File: src/rtl/fll_pkg.sv
package fll_pkg;
  typedef enum logic [1:0] {
    ST_IDLE = 2'd0,
    ST_SRCH = 2'd1,
    ST_TRK  = 2'd2
  } fll_st_e;
endpackage

File: src/rtl/fll_meas.sv
module fll_meas #(
  parameter int CNT_W = 12
) (
  input  logic             clk_i,
  input  logic             rst_ni,
  input  logic             dco_i,
  input  logic             tick_i,
  output logic             dco_q_o,
  output logic             rise_o,
  output logic [CNT_W-1:0] meas_o
);
  logic [CNT_W-1:0] acc_q;

  assign rise_o = dco_i & ~dco_q_o;
  // count including an edge landing on the strobe cycle
  assign meas_o = (&acc_q) ? acc_q : acc_q + CNT_W'(rise_o);

  always_ff @(posedge clk_i or negedge rst_ni) begin
    if (!rst_ni) begin
      dco_q_o <= 1'b0;
      acc_q   <= '0;
    end else begin
      dco_q_o <= dco_i;
      if (tick_i)                acc_q <= '0;
      else if (rise_o && !(&acc_q)) acc_q <= acc_q + 1'b1;
    end
  end
endmodule

File: src/rtl/fll_tuner.sv
module fll_tuner
  import fll_pkg::*;
#(
  parameter int TUNE_W = 8,
  parameter int CNT_W  = 12
) (
  input  logic              clk_i,
  input  logic              rst_ni,
  input  logic              run_i,
  input  logic              tick_i,
  input  logic              bsearch_i,
  input  logic              dither_i,
  input  logic [TUNE_W-1:0] target_i,
  input  logic [CNT_W-1:0]  meas_i,
  output logic [TUNE_W-1:0] tune_o,
  output logic [TUNE_W-1:0] base_o,
  output logic              lock_o,
  output logic              srch_o,
  output logic              trk_o
);
  localparam int IDX_W = $clog2(TUNE_W);
  localparam logic [TUNE_W-1:0] MID = {1'b1, {(TUNE_W-1){1'b0}}};
  localparam logic [TUNE_W-1:0] TOP = '1;

  fll_st_e           st_q;
  logic [TUNE_W-1:0] base_q, srch_nxt;
  logic [IDX_W-1:0]  idx_q;
  logic              lock_q, dith_q;
  logic [CNT_W:0]    meas_x, tgt_x, diff;
  logic              gt, lt, near, hold;

  assign meas_x = {1'b0, meas_i};
  assign tgt_x  = {{(CNT_W+1-TUNE_W){1'b0}}, target_i};
  assign diff   = meas_x - tgt_x;
  assign gt     = meas_x > tgt_x;
  assign lt     = meas_x < tgt_x;
  assign near   = (diff == '0) || (diff == (CNT_W+1)'(1)) || (diff == '1);
  assign hold   = lock_q && dither_i && near;

  always_comb begin
    srch_nxt = base_q;
    if (gt) srch_nxt[idx_q] = 1'b0;
    if (idx_q != '0) srch_nxt[idx_q - 1'b1] = 1'b1;
  end

  always_ff @(posedge clk_i or negedge rst_ni) begin
    if (!rst_ni) begin
      st_q   <= ST_IDLE;
      base_q <= '0;
      idx_q  <= '0;
      lock_q <= 1'b0;
      dith_q <= 1'b0;
    end else if (!run_i) begin
      st_q   <= ST_IDLE;
      lock_q <= 1'b0;
      dith_q <= 1'b0;
    end else if (tick_i) begin
      case (st_q)
        ST_IDLE: begin
          lock_q <= 1'b0;
          dith_q <= 1'b0;
          if (bsearch_i) begin
            base_q <= MID;
            idx_q  <= IDX_W'(TUNE_W-1);
            st_q   <= ST_SRCH;
          end else begin
            base_q <= '0;
            st_q   <= ST_TRK;
          end
        end
        ST_SRCH: begin
          base_q <= srch_nxt;
          if (idx_q == '0) begin
            st_q   <= ST_TRK;
            lock_q <= near;
          end else begin
            idx_q <= idx_q - 1'b1;
          end
        end
        ST_TRK: begin
          lock_q <= near;
          dith_q <= (lock_q && dither_i) ? ~dith_q : 1'b0;
          if (!hold) begin
            if (gt && base_q != '0)      base_q <= base_q - 1'b1;
            else if (lt && base_q != TOP) base_q <= base_q + 1'b1;
          end
        end
        default: st_q <= ST_IDLE;
      endcase
    end
  end

  assign tune_o = base_q ^ {{(TUNE_W-1){1'b0}}, dith_q};
  assign base_o = base_q;
  assign lock_o = lock_q;
  assign srch_o = (st_q == ST_SRCH);
  assign trk_o  = (st_q == ST_TRK);
endmodule

File: src/rtl/fll_clkdiv.sv
module fll_clkdiv #(
  parameter int DIV_W   = 3,
  parameter int DIV_MAX = 5,
  parameter int RST_DIV = 5
) (
  input  logic             clk_i,
  input  logic             rst_ni,
  input  logic             dco_q_i,
  input  logic             rise_i,
  input  logic [DIV_W-1:0] div_sel_i,
  input  logic             gate_i,
  output logic             clk_o,
  output logic [DIV_W-1:0] act_o,
  output logic [DIV_W-1:0] pend_o
);
  localparam int CTR_W = (DIV_MAX > 0) ? DIV_MAX : 1;

  logic [DIV_W-1:0] act_q, pend_q;
  logic [CTR_W-1:0] ctr_q;
  logic             bound, div_out;

  // end of a divided period: next rise would wrap the counter
  assign bound = rise_i &&
                 ((act_q == '0) || (ctr_q == CTR_W'((32'd1 << act_q) - 32'd1)));

  always_comb begin
    div_out = dco_q_i;
    for (int k = 1; k <= DIV_MAX; k++) begin
      if (act_q == DIV_W'(k)) div_out = ctr_q[k-1];
    end
  end

  always_ff @(posedge clk_i or negedge rst_ni) begin
    if (!rst_ni) begin
      act_q  <= DIV_W'(RST_DIV);
      pend_q <= DIV_W'(RST_DIV);
      ctr_q  <= '0;
      clk_o  <= 1'b0;
    end else begin
      if (div_sel_i <= DIV_W'(DIV_MAX)) pend_q <= div_sel_i;
      if (bound) begin
        act_q <= pend_q;
        ctr_q <= '0;
      end else if (rise_i) begin
        ctr_q <= ctr_q + 1'b1;
      end
      clk_o <= gate_i & div_out;
    end
  end

  assign act_o  = act_q;
  assign pend_o = pend_q;
endmodule

File: src/rtl/fll_ctrl.sv
module fll_ctrl #(
  parameter int TUNE_W  = 8,
  parameter int CNT_W   = 12,
  parameter int NREQ    = 4,
  parameter int DIV_W   = 3,
  parameter int DIV_MAX = 5,
  parameter int RST_DIV = 5
) (
  input  logic              clk_i,
  input  logic              rst_ni,
  input  logic              en_i,
  input  logic              req_gated_i,
  input  logic [NREQ-1:0]   req_i,
  input  logic              bsearch_i,
  input  logic              mask_srch_i,
  input  logic              dith_en_i,
  input  logic [DIV_W-1:0]  div_sel_i,
  input  logic [TUNE_W-1:0] target_i,
  input  logic              ref_tick_i,
  input  logic              dco_i,
  output logic [TUNE_W-1:0] tune_o,
  output logic              lock_o,
  output logic              clk_o
);
  logic              run_w, gate_w, dco_q_w, rise_w, srch_w, trk_w;
  logic [CNT_W-1:0]  meas_w;
  logic [TUNE_W-1:0] base_w;
  logic [DIV_W-1:0]  div_act_w, div_pend_w;

  assign run_w  = en_i & (~req_gated_i | (|req_i));
  assign gate_w = run_w & ~(mask_srch_i & srch_w);

  fll_meas #(.CNT_W(CNT_W)) u_meas (
    .clk_i   (clk_i),
    .rst_ni  (rst_ni),
    .dco_i   (dco_i),
    .tick_i  (ref_tick_i),
    .dco_q_o (dco_q_w),
    .rise_o  (rise_w),
    .meas_o  (meas_w)
  );

  fll_tuner #(.TUNE_W(TUNE_W), .CNT_W(CNT_W)) u_tuner (
    .clk_i     (clk_i),
    .rst_ni    (rst_ni),
    .run_i     (run_w),
    .tick_i    (ref_tick_i),
    .bsearch_i (bsearch_i),
    .dither_i  (dith_en_i),
    .target_i  (target_i),
    .meas_i    (meas_w),
    .tune_o    (tune_o),
    .base_o    (base_w),
    .lock_o    (lock_o),
    .srch_o    (srch_w),
    .trk_o     (trk_w)
  );

  fll_clkdiv #(.DIV_W(DIV_W), .DIV_MAX(DIV_MAX), .RST_DIV(RST_DIV)) u_div (
    .clk_i     (clk_i),
    .rst_ni    (rst_ni),
    .dco_q_i   (dco_q_w),
    .rise_i    (rise_w),
    .div_sel_i (div_sel_i),
    .gate_i    (gate_w),
    .clk_o     (clk_o),
    .act_o     (div_act_w),
    .pend_o    (div_pend_w)
  );
endmodule

File: config.mk
export PLATFORM = sky130hd
export DESIGN_NAME = fll_ctrl
export DESIGN_NICKNAME = d
export VERILOG_FILES = /design/src/rtl/fll_pkg.sv /design/src/rtl/fll_meas.sv /design/src/rtl/fll_tuner.sv /design/src/rtl/fll_clkdiv.sv /design/src/rtl/fll_ctrl.sv
export SDC_FILE = /design/constraint.sdc
export NUM_CORES = 1
export LEC_CHECK = 0
export BUFFER_PORTS_ARGS = -buffer_cell sky130_fd_sc_hd__buf_2
export CORE_AREA = 2 2 89 91
export CTS_CLUSTER_SIZE = 16
export DETAILED_ROUTE_END_ITERATION = 16
export DIE_AREA = 0 0 91 93
export HOLD_SLACK_MARGIN = 0.1
export PLACE_DENSITY = 0.67
export SYNTH_ARGS = -nofsm -noshare
export SYNTH_HDL_FRONTEND = slang
export SYNTH_SLANG_ARGS = --single-unit
export TNS_END_PERCENT = 20
File: constraint.sdc
create_clock -name clk_i -period 9.2 [get_ports clk_i]
set_clock_uncertainty 0.2 [all_clocks]
set_input_delay 1.38 -clock clk_i [delete_from_list [all_inputs] [get_ports clk_i]]
set_output_delay 1.38 -clock clk_i [all_outputs]
set_load 0.005 [all_outputs]
Word level (Yosys, flattened, before mapping) --
Cells that the tools add are included.
Word-level totals: word-level logic and storage cells 127, output and inout bits 10, memory bits (writable) 0, ROM bits 0, input port bits 24, latch bits 0, flip-flop bits (word level) 40, memories 0
Cells by class: add/sub/neg operators 8, div/mod/pow operators 0, magnitude comparators 7, equality and inequality tests 20, shift operators 1, multiply operators 0, muxes and demuxes 37, bitwise operators 14, reduce and logical (&&, ||, !) cells 29
Operators with widths (number):
- $mux 8 | 6
- $mux 12 | 3
- $pmux 8 s3 | 1
- $eq 13x1->1 const B | 1
- $eq 13x13->1 const B | 1
- $logic_not 13->1 | 1
- $mux 1 | 13
- $sub 12x8->13 | 1
- $add 12x1->12 | 1
- $add 12x1->12 const B | 1
- $gt 12x8->1 | 1
- $lt 12x8->1 | 1
- $reduce_and 12->1 | 1
- $mux 5 | 2
- $ne 2x2->1 const B | 5
- $reduce_and 5->1 | 2
- $add 8x1->8 const B | 1
- $and 8x8->8 | 1
- $logic_and 1x1->1 | 8
- $lt 3x4->1 const B | 2
- $mux 2 | 4
- $ne 8x8->1 const B | 1
- $not 8->8 | 1
- $or 8x8->8 | 1
- 36 further kinds | 56

Logic depth before layout (Yosys ltp) --
Gate-level depths: netlist of the first run.
depth in word-level cells 12, depth in mapped cells 25, depth with buffers taken out 25

Modules after synthesis --
From an unflattened synthesis of the first run, not the netlist that was laid out.
Unflattened totals: cells, all modules 466, area total of the unflattened synthesis 4048.9 µm²
Modules (own cells, without submodules):
- fll_tuner | instances 1, seq. area each 375.4 µm², cells each 268, area an instance 2108.3 µm²
- fll_meas | instances 1, seq. area each 325.3 µm², cells each 114, area an instance 1064.8 µm²
- fll_clkdiv | instances 1, seq. area each 305.3 µm², cells each 79, area an instance 839.6 µm²
- fll_ctrl | instances 1, seq. area each 0.0 µm², cells each 5, area an instance 36.3 µm²

Worst setup path before layout of the first run --
Ideal clock, no wire load.
path kind input port to flip-flop, start point input port dco_i, end point register u_tuner.base_q[7], in the netlist u_tuner.base_o[7], library setup time 0.125 ns, setup slack 3.372 ns, arrival time 5.503 ns, path buffers 0, stages 24, required time 8.875 ns, cells stage by stage nand2b_1 inv_1 ha_1 ha_1 nand3_1 nor2_1 mux2i_1 ha_1 a21o_1 a31o_1 o21ai_1 nand4_1 a21oi_1 nor2_1 ha_1 a21o_1 a21oi_1 o21ai_1 o21ai_1 nand2b_1 a21oi_1 xor3_1 o221ai_1 mux2_4
On the way: longest elaborated chain between the ends 10, elaborated cells between the ends (all ways) 23, classes of those cells add/sub: 2; order compare: 2; eq/ne: 4; mux: 6; bitwise: 2; reduce/logical: 7
RTL lines:
- from (decl) | RTL line fll_ctrl.sv:20 | input logic dco_i,
- $and 1x1->1 * | RTL line fll_meas.sv:14 | assign rise_o = dco_i & ~dco_q_o;
- $add 12x1->12 * | RTL line fll_meas.sv:16 | assign meas_o = (&acc_q) ? acc_q : acc_q + CNT_W'(rise_o);
- $mux 12 * | RTL line fll_meas.sv:16
- $sub 12x8->13 | RTL line fll_tuner.sv:34 | assign diff = meas_x - tgt_x;
- $eq 13x1->1 / $logic_not 13->1 (equally long branches) | RTL line fll_tuner.sv:37 | assign near = (diff == '0) || (diff == (CNT_W+1)'(1)) || (diff == '1);
- $logic_or 1x1->1 (2 in series) | RTL line fll_tuner.sv:37
- $logic_and 1x1->1 | RTL line fll_tuner.sv:38 | assign hold = lock_q && dither_i && near;
- $ne 2x2->1 (no line)
- $reduce_and 5->1 (no line)
- to (signal assigned) | RTL line fll_tuner.sv:72 | base_q <= srch_nxt;
- to (signal assigned) | RTL line fll_tuner.sv:84 | if (gt && base_q != '0) base_q <= base_q - 1'b1;
- to (signal assigned) | RTL line fll_tuner.sv:85 | else if (lt && base_q != TOP) base_q <= base_q + 1'b1;
- to (decl) | RTL line fll_tuner.sv:26 | logic [TUNE_W-1:0] base_q, srch_nxt;
Mark *: on every way between the ends. The rest lies on a longest branch, timed or not. The select of a mux whose other input is x is not followed. A chain may end at the register's enable or synchronous reset.

Final worst setup path of the first run --
Ends and elaborated chain as after synthesis.

==> results_dict.tcl, run 1 <==
set metrics [dict create \
    status "finished clean" \
    core_area_sq_mm 0.00753 \
    final.min_clock_period_ns 6.29 \
    synth_cell_types 68 \
    vdd_drop_max_v 0.000113 \
    start_kind "input port" \
    crit_type "input port to flop" \
    cts_repair_resize_count 0 \
    min_period_over_period_pct 68.4 \
    die-area_sq_mm 0.00846 \
    rsz0062_at_grt "no" \
    layout_common_cells "nand2_1, nor2_1, dfrtp_1, buf_2, inv_1" \
    n_antenna_cell 0 \
    start_util_pct 48.4 \
    drv_slew 0 \
    setup_viol 0 \
    yosys_warnings 0 \
    vias 3276 \
    via_per_inst 5.81 \
    p_leak_uw 0.00173 \
    power_density_mw_per_mm2 139 \
    drc 0 \
    syn2layout_area_growth_pct 7.15 \
    fp.dieH_microns 93 \
    io_pins 34 \
    htreeDepth 2 \
    synth-seq-cells 40 \
    synth_edf_count 0 \
    finalHoldViolations 0 \
    first_global_vias 3129 \
    synth_nets 496 \
    end_kind "flop" \
    cp_data_arrival_time_ns 6.28 \
    clkLatencyLatePin_ns 0.30 \
    num_rows 32 \
    mostFrequentLayoutCell "nand2_1" \
    regToRegSetupSlack_ns 3.47 \
    worst_ep_required_time_ns 9.20 \
    fin_nets 512 \
    grt_max_degree 41 \
    reg2reg_from "u_meas.acc_q[1]$_DFFE_PN0P_" \
    async_flop_share_pct 100 \
    tns_ns 0 \
    cap_violations 0 \
    die_w_microns 91 \
    first_pass_iters 4 \
    io_buffer_count 33 \
    post-place-ws_ns 2.64 \
    drt_iter0_drc 149 \
    fmax_mhz 159 \
    wl_per_cell_microns 15.0 \
    ant_nets 0 \
    crit_start "dco_i" \
    reg2reg_depth 23 \
    gp_congestion 0.914 \
    antenna_found_initial 0 \
    numCtsBuffers 5 \
    syn_area_sq_mm 0.00364 \
    groute.usage.overall_pct 20.7 \
    ctsHoldBuffers 0 \
    wl_microns 8440 \
    grt_pass1_wl_microns 14500 \
    slew_headroom_pct 40.6 \
    fill_cells 757 \
    hpwl_microns 6380 \
    hold_class "flop to flop" \
    cts_root_buf "clkbuf_8" \
    holdWs_ns 0.274 \
    post-cts-setup-buffer-count 0 \
    synth_seq_area_share_pct 27.6 \
    clk_pin_slew_ns 0.09 \
    reg2reg_to "u_tuner.base_o[7]$_DFFE_PN0P_" \
    ys.flop_type "dfrtp_1" \
    grt_overflow 0 \
    syn_inst 445 \
    cp_max_fo 8 \
    syn_avg_cell_area_sq_um 8.18 \
    crit_end "u_tuner.base_o[7]$_DFFE_PN0P_" \
    drive_gt1_share_pct 13.4 \
    cts_tree "done" \
    fin_ws_ns 2.91 \
    worst_pin_slew_ns 0.891 \
    clockBufferDepth 2 \
    cts.sinks 40 \
]
==> sequential cells by signal, summed over array words and instances, names as in the netlist <==
name            flops
u_tuner.st_q        2
u_meas.dco_q_o      1
u_tuner.dith_q      1
u_div.ctr_q         5
u_tuner.base_o      8
u_div.pend_o        3
u_div.clk_o         1
u_div.act_o         3
u_tuner.lock_o      1
u_meas.acc_q       12
u_tuner.idx_q       3
==> metal layers <==
layer	wire (microns)	GRT usage [%]	vias to the layer above
met5	0	0	-
met2	3950	35.7	102
met4	106	4.67	0
met1	3930	27.7	1526
li1	-	-	1639
met3	449	2.82	9
==> layout make-up <==
type	instances	area, sq um	area share (%)
multi-input combinational	351	2380	61.0
sequential	40	1010	25.8
timing repair buffer	33	165	4.23
tap	102	128	3.27
inverter	30	113	2.89
clock buffer	5	68.8	1.76
clock inverter	3	42.5	1.09
==> how the worst min path moves through the flow <==
stage / cells after the start / start / slack, ns / end
3_5_place_dp: 2 / u_div.pend_o[2]$_DFFE_PN1P_ / 0.26 / u_div.pend_o[2]$_DFFE_PN1P_
5_1_grt: 2 / u_div.pend_o[2]$_DFFE_PN1P_ / 0.30 / u_div.pend_o[2]$_DFFE_PN1P_
4_1_cts: 2 / u_div.pend_o[2]$_DFFE_PN1P_ / 0.28 / u_div.pend_o[2]$_DFFE_PN1P_
2_1_floorplan: 2 / u_div.pend_o[2]$_DFFE_PN1P_ / 0.25 / u_div.pend_o[2]$_DFFE_PN1P_
3_3_place_gp: 2 / u_div.pend_o[2]$_DFFE_PN1P_ / 0.27 / u_div.pend_o[2]$_DFFE_PN1P_
6_report: 2 / u_div.pend_o[2]$_DFFE_PN1P_ / 0.27 / u_div.pend_o[2]$_DFFE_PN1P_
==> per-stage QoR <==
step / area [sq um] / utilization (%) / cells / power, uW
after CTS: 3900 / 51.8 / 564 / 548
after global placement: 3790 / 50.3 / 556 / 394
after global routing: 3900 / 51.8 / 564 / 586
after floorplan: 3640 / - / 445 / 355
after detailed placement: 3790 / 50.3 / 556 / 398
final: 3900 / 51.8 / 564 / 544
==> synthesized netlist by cell type, types with 4 or more instances <==
| cell | instances | share of area (%) |
|---|---|---|
| nor3_1 | 14 | 1.9 |
| nor2b_1 | 7 | 1.2 |
| clkbuf_1 | 10 | 1.0 |
| nor4_1 | 8 | 1.4 |
| nand4_1 | 12 | 2.1 |
| o21ai_0 | 29 | 4.0 |
| nand2b_1 | 6 | 1.0 |
| xor2_1 | 11 | 2.6 |
| nor2_1 | 38 | 3.9 |
| xnor2_1 | 9 | 2.2 |
| o211ai_1 | 4 | 0.83 |
| dfrtp_1 | 36 | 25 |
| ha_1 | 25 | 8.6 |
| nand3_1 | 13 | 1.8 |
| a21o_1 | 6 | 1.2 |
| nand2_1 | 47 | 4.8 |
| buf_4 | 10 | 2.1 |
| inv_1 | 30 | 3.1 |
| mux2i_1 | 9 | 2.5 |
| o22ai_1 | 12 | 2.1 |
| a211oi_1 | 4 | 0.83 |
| o31ai_1 | 4 | 0.83 |
| or3_1 | 9 | 1.5 |
| a21oi_1 | 22 | 3.0 |
| o21ai_1 | 5 | 0.69 |
| dfstp_2 | 4 | 2.9 |
==> kinds of logic after synthesis <==
kind of cell	share of synthesized area (%)
fa+ha+maj	9.69
xor+xnor	5.47
flops	27.6
compound gates	20.4
simple gates	24.6
mux	5.16
buf+inv	7.05
==> where the power goes <==
group | internal (uW) | total [uW] | switching [uW]
clock | 80.4 | 148 | 68.0
combinational | 70.3 | 156 | 85.6
sequential | 202 | 239 | 37.4
==> worst max-delay path, cell delays in order <==
cell      delay, ns
buf_2          0.11
nand2b_1       0.18
inv_1          0.12
ha_1           0.23
ha_1           0.21
nand3_1        0.12
nor2_1         0.05
mux2i_1        0.20
ha_1           0.33
a21o_1         0.23
a31o_1         0.19
o21ai_1        0.28
nand4_1        0.21
a21oi_1        0.39
nor2_1         0.26
ha_1           0.33
a21o_1         0.17
a21oi_1        0.21
o21ai_1        0.13
o21ai_1        0.18
nand2b_1       0.08
a21oi_1        0.16
xor3_1         0.16
o221ai_1       0.10
mux2_4         0.28
Note: power is estimated with default switching activity, not from simulation.
==> inputs of run 2 (changes only) <==
--- a/config.mk
+++ b/config.mk
@@ -11,7 +11,7 @@
 export DETAILED_ROUTE_END_ITERATION = 16
 export DIE_AREA = 0 0 91 93
 export HOLD_SLACK_MARGIN = 0.1
-export PLACE_DENSITY = 0.67
+export PLACE_DENSITY = 0.7
 export SYNTH_ARGS = -nofsm -noshare
 export SYNTH_HDL_FRONTEND = slang
 export SYNTH_SLANG_ARGS = --single-unit
==> constraint.sdc (replaced) <==
create_clock -name clk_i -period 5.4 [get_ports clk_i]
set_clock_uncertainty 0.2 [all_clocks]
set_input_delay 0.81 -clock clk_i [delete_from_list [all_inputs] [get_ports clk_i]]
set_output_delay 0.81 -clock clk_i [all_outputs]
set_load 0.005 [all_outputs]
==> run 2 against run 1 <==
Against the previous run: design area grew 2.1%; die area is the same; setup slack lost 2.6 ns; critical endpoint unchanged; sequential cell count is the same; cell count grew 1.6%; routed wire length grew 0.77%; clock power grew 74%.
==> results_dict.tcl, run 2 (synthesized netlist as in run 1, its figures left out) <==
set metrics [dict create \
    status "finished clean" \
    hpwl_microns 6500 \
    drc 0 \
    hold_depth 2 \
    grt_overflow 0 \
    post-place-ws_ns 0.0388 \
    reg2reg_to "u_tuner.base_o[7]$_DFFE_PN0P_" \
    wl_microns 8500 \
    hold_end "u_div.pend_o[2]$_DFFE_PN1P_" \
    largest_reg_flops 12 \
    min-delay-start "u_div.pend_o[2]$_DFFE_PN1P_" \
    crit_type "flop to flop" \
    layout_common_cells "nand2_1, nor2_1, dfrtp_1, buf_2, inv_1" \
    drive_gt1_share_pct 15.9 \
    clkLatencyLatePin_ns 0.30 \
    reg2reg_depth 23 \
    first_global_vias 3128 \
    setup_viol 0 \
    top_register "u_meas.acc_q" \
    max_stage_delay_ns 0.45 \
    crit_path_cell_trace "ha_1 -> nand4_1 -> nor2_2 -> and4_4 -> nor2_1 -> mux2i_1 -> ha_1 -> a21o_1 -> a31o_1 -> o21ai_1 -> nand4_1 -> a21oi_2 -> nor2_1 -> ha_1 -> a21o_1 -> a21oi_1 -> o21ai_1 -> o21ai_1 -> nand2b_1 -> a21oi_1 -> xor3_1 -> o221ai_1 -> mux2_4" \
    critical_path.slowest_cell "dfrtp_2" \
    cp_max_fo 8 \
    io_buffer_count 33 \
    end_kind "flop" \
    via_per_inst 5.88 \
    groute.usage.overall_pct 20.1 \
    slew_headroom_pct 40.2 \
    final.min_clock_period_ns 5.08 \
    finalHoldViolations 0 \
    drv_slew 0 \
    cts_tree "done" \
    numCtsBuffers 5 \
    gp_congestion 0.887 \
    die-area_sq_mm 0.00846 \
    reg2reg_from "u_meas.acc_q[1]$_DFFE_PN0P_" \
    fmax_mhz 197 \
    vdd_drop_max_v 0.000189 \
    cts_root_buf "clkbuf_8" \
    first_pass_iters 4 \
    clk_pin_slew_ns 0.09 \
    vias 3370 \
    cts.sinks 40 \
    drt_iter0_drc 167 \
    worst_pin_slew_ns 0.898 \
    io_pins 34 \
    min_period_over_period_pct 94.1 \
    ctsHoldBuffers 0 \
    start_kind "flop" \
    worst_ep_required_time_ns 5.40 \
    fp.dieH_microns 93 \
    utilization_pct 52.9 \
    htreeDepth 2 \
    cp_data_arrival_time_ns 5.08 \
    fin_ws_ns 0.317 \
    start_util_pct 48.4 \
    grt_pass1_wl_microns 14100 \
    wl_per_cell_microns 14.8 \
    power_density_mw_per_mm2 233 \
    cap_violations 0 \
    antenna_found_initial 0 \
    fin_nets 521 \
    core_area_sq_mm 0.00753 \
    num_rows 32 \
    hold_class "flop to flop" \
    syn2layout_area_growth_pct 9.38 \
    grt_max_degree 41 \
    p_leak_uw 0.00177 \
    clockBufferDepth 2 \
    regToRegSetupSlack_ns 0.32 \
    n_antenna_cell 0 \
    ant_nets 0 \
    mostFrequentLayoutCell "nand2_1" \
    die_w_microns 91 \
]
## run 2: changes by cell type in the layout (fill, tap and decap cells not counted)
cell and change:
clkinv_2 -1, a21oi_1 -1, buf_4 +9, dfrtp_1 -2, a21oi_2 +1, inv_6 +1
dfrtp_2 +2, and4_4 +1, nor2_1 -1, and4_2 -1, nor2_2 +1
## run 2: worst max-delay path by stage
stage / cells after the start / end / start / slack, ns
4_1_cts: 23 / u_tuner.base_o[7]$_DFFE_PN0P_ / u_meas.acc_q[1]$_DFFE_PN0P_ / 0.16
3_3_place_gp: 25 / u_tuner.base_o[7]$_DFFE_PN0P_ / dco_i / 0.12
6_report: 23 / u_tuner.base_o[7]$_DFFE_PN0P_ / u_meas.acc_q[1]$_DFFE_PN0P_ / 0.32
2_1_floorplan: 24 / u_tuner.base_o[7]$_DFFE_PN0P_ / dco_i / 0.14
5_1_grt: 23 / u_tuner.base_o[7]$_DFFE_PN0P_ / u_meas.acc_q[1]$_DFFE_PN0P_ / -0.007
3_5_place_dp: 25 / u_tuner.base_o[7]$_DFFE_PN0P_ / dco_i / 0.04
## run 2: worst max-delay path: cells and delay by family, from the launching register on
family          cells  cell delay [ns]
compound gates     10             1.73
simple gates        7             1.15
fa+ha+maj           3             0.82
mux                 2             0.47
flops               1             0.45
xor+xnor            1             0.17
## run 2: report_power, final
part,leakage [uW],switching (uW),internal [uW]
registers,0.000516,63.7,344
clock network,0.0000548,117,139
logic,0.00120,144,121
## run 2: layout make-up
type,count,area [sq um]
Clock inverter,3,46.3
Tap cell,102,128
Clock buffer,5,68.8
Multi-Input combinational cell,351,2380
Fill cell,719,3550
Timing Repair Buffer,42,233
Inverter,30,113
Sequential cell,40,1010
## run 2: layer usage
layer / global-route usage [%] / routed length (microns) / vias up / share of wire (%)
li1: - / - / 1662 / -
met1: 26.7 / 3980 / 1613 / 47
met2: 34.1 / 4050 / 80 / 48
met3: 2.90 / 322 / 15 / 3.8
met4: 6.31 / 146 / 0 / 1.7
met5: 0 / 0 / - / 0
## run 2: repair_timing
item | in CTS | in global routing
resized for setup | 0 | 5
buffers inserted | 0 | 2
setup endpoints to repair | 0 | 2
## run 2: through the flow
step	TNS, ns	hold slack [ns]	cells	power (uW)	cell area (sq um)
after global routing	-0.00725	0.308	573	995	3980
after detailed placement	0	0.272	563	678	3840
after CTS	0	0.287	571	941	3960
after global placement	0	0.263	563	668	3840
final	0	0.283	573	930	3980
after floorplan	0	0.253	445	604	3640
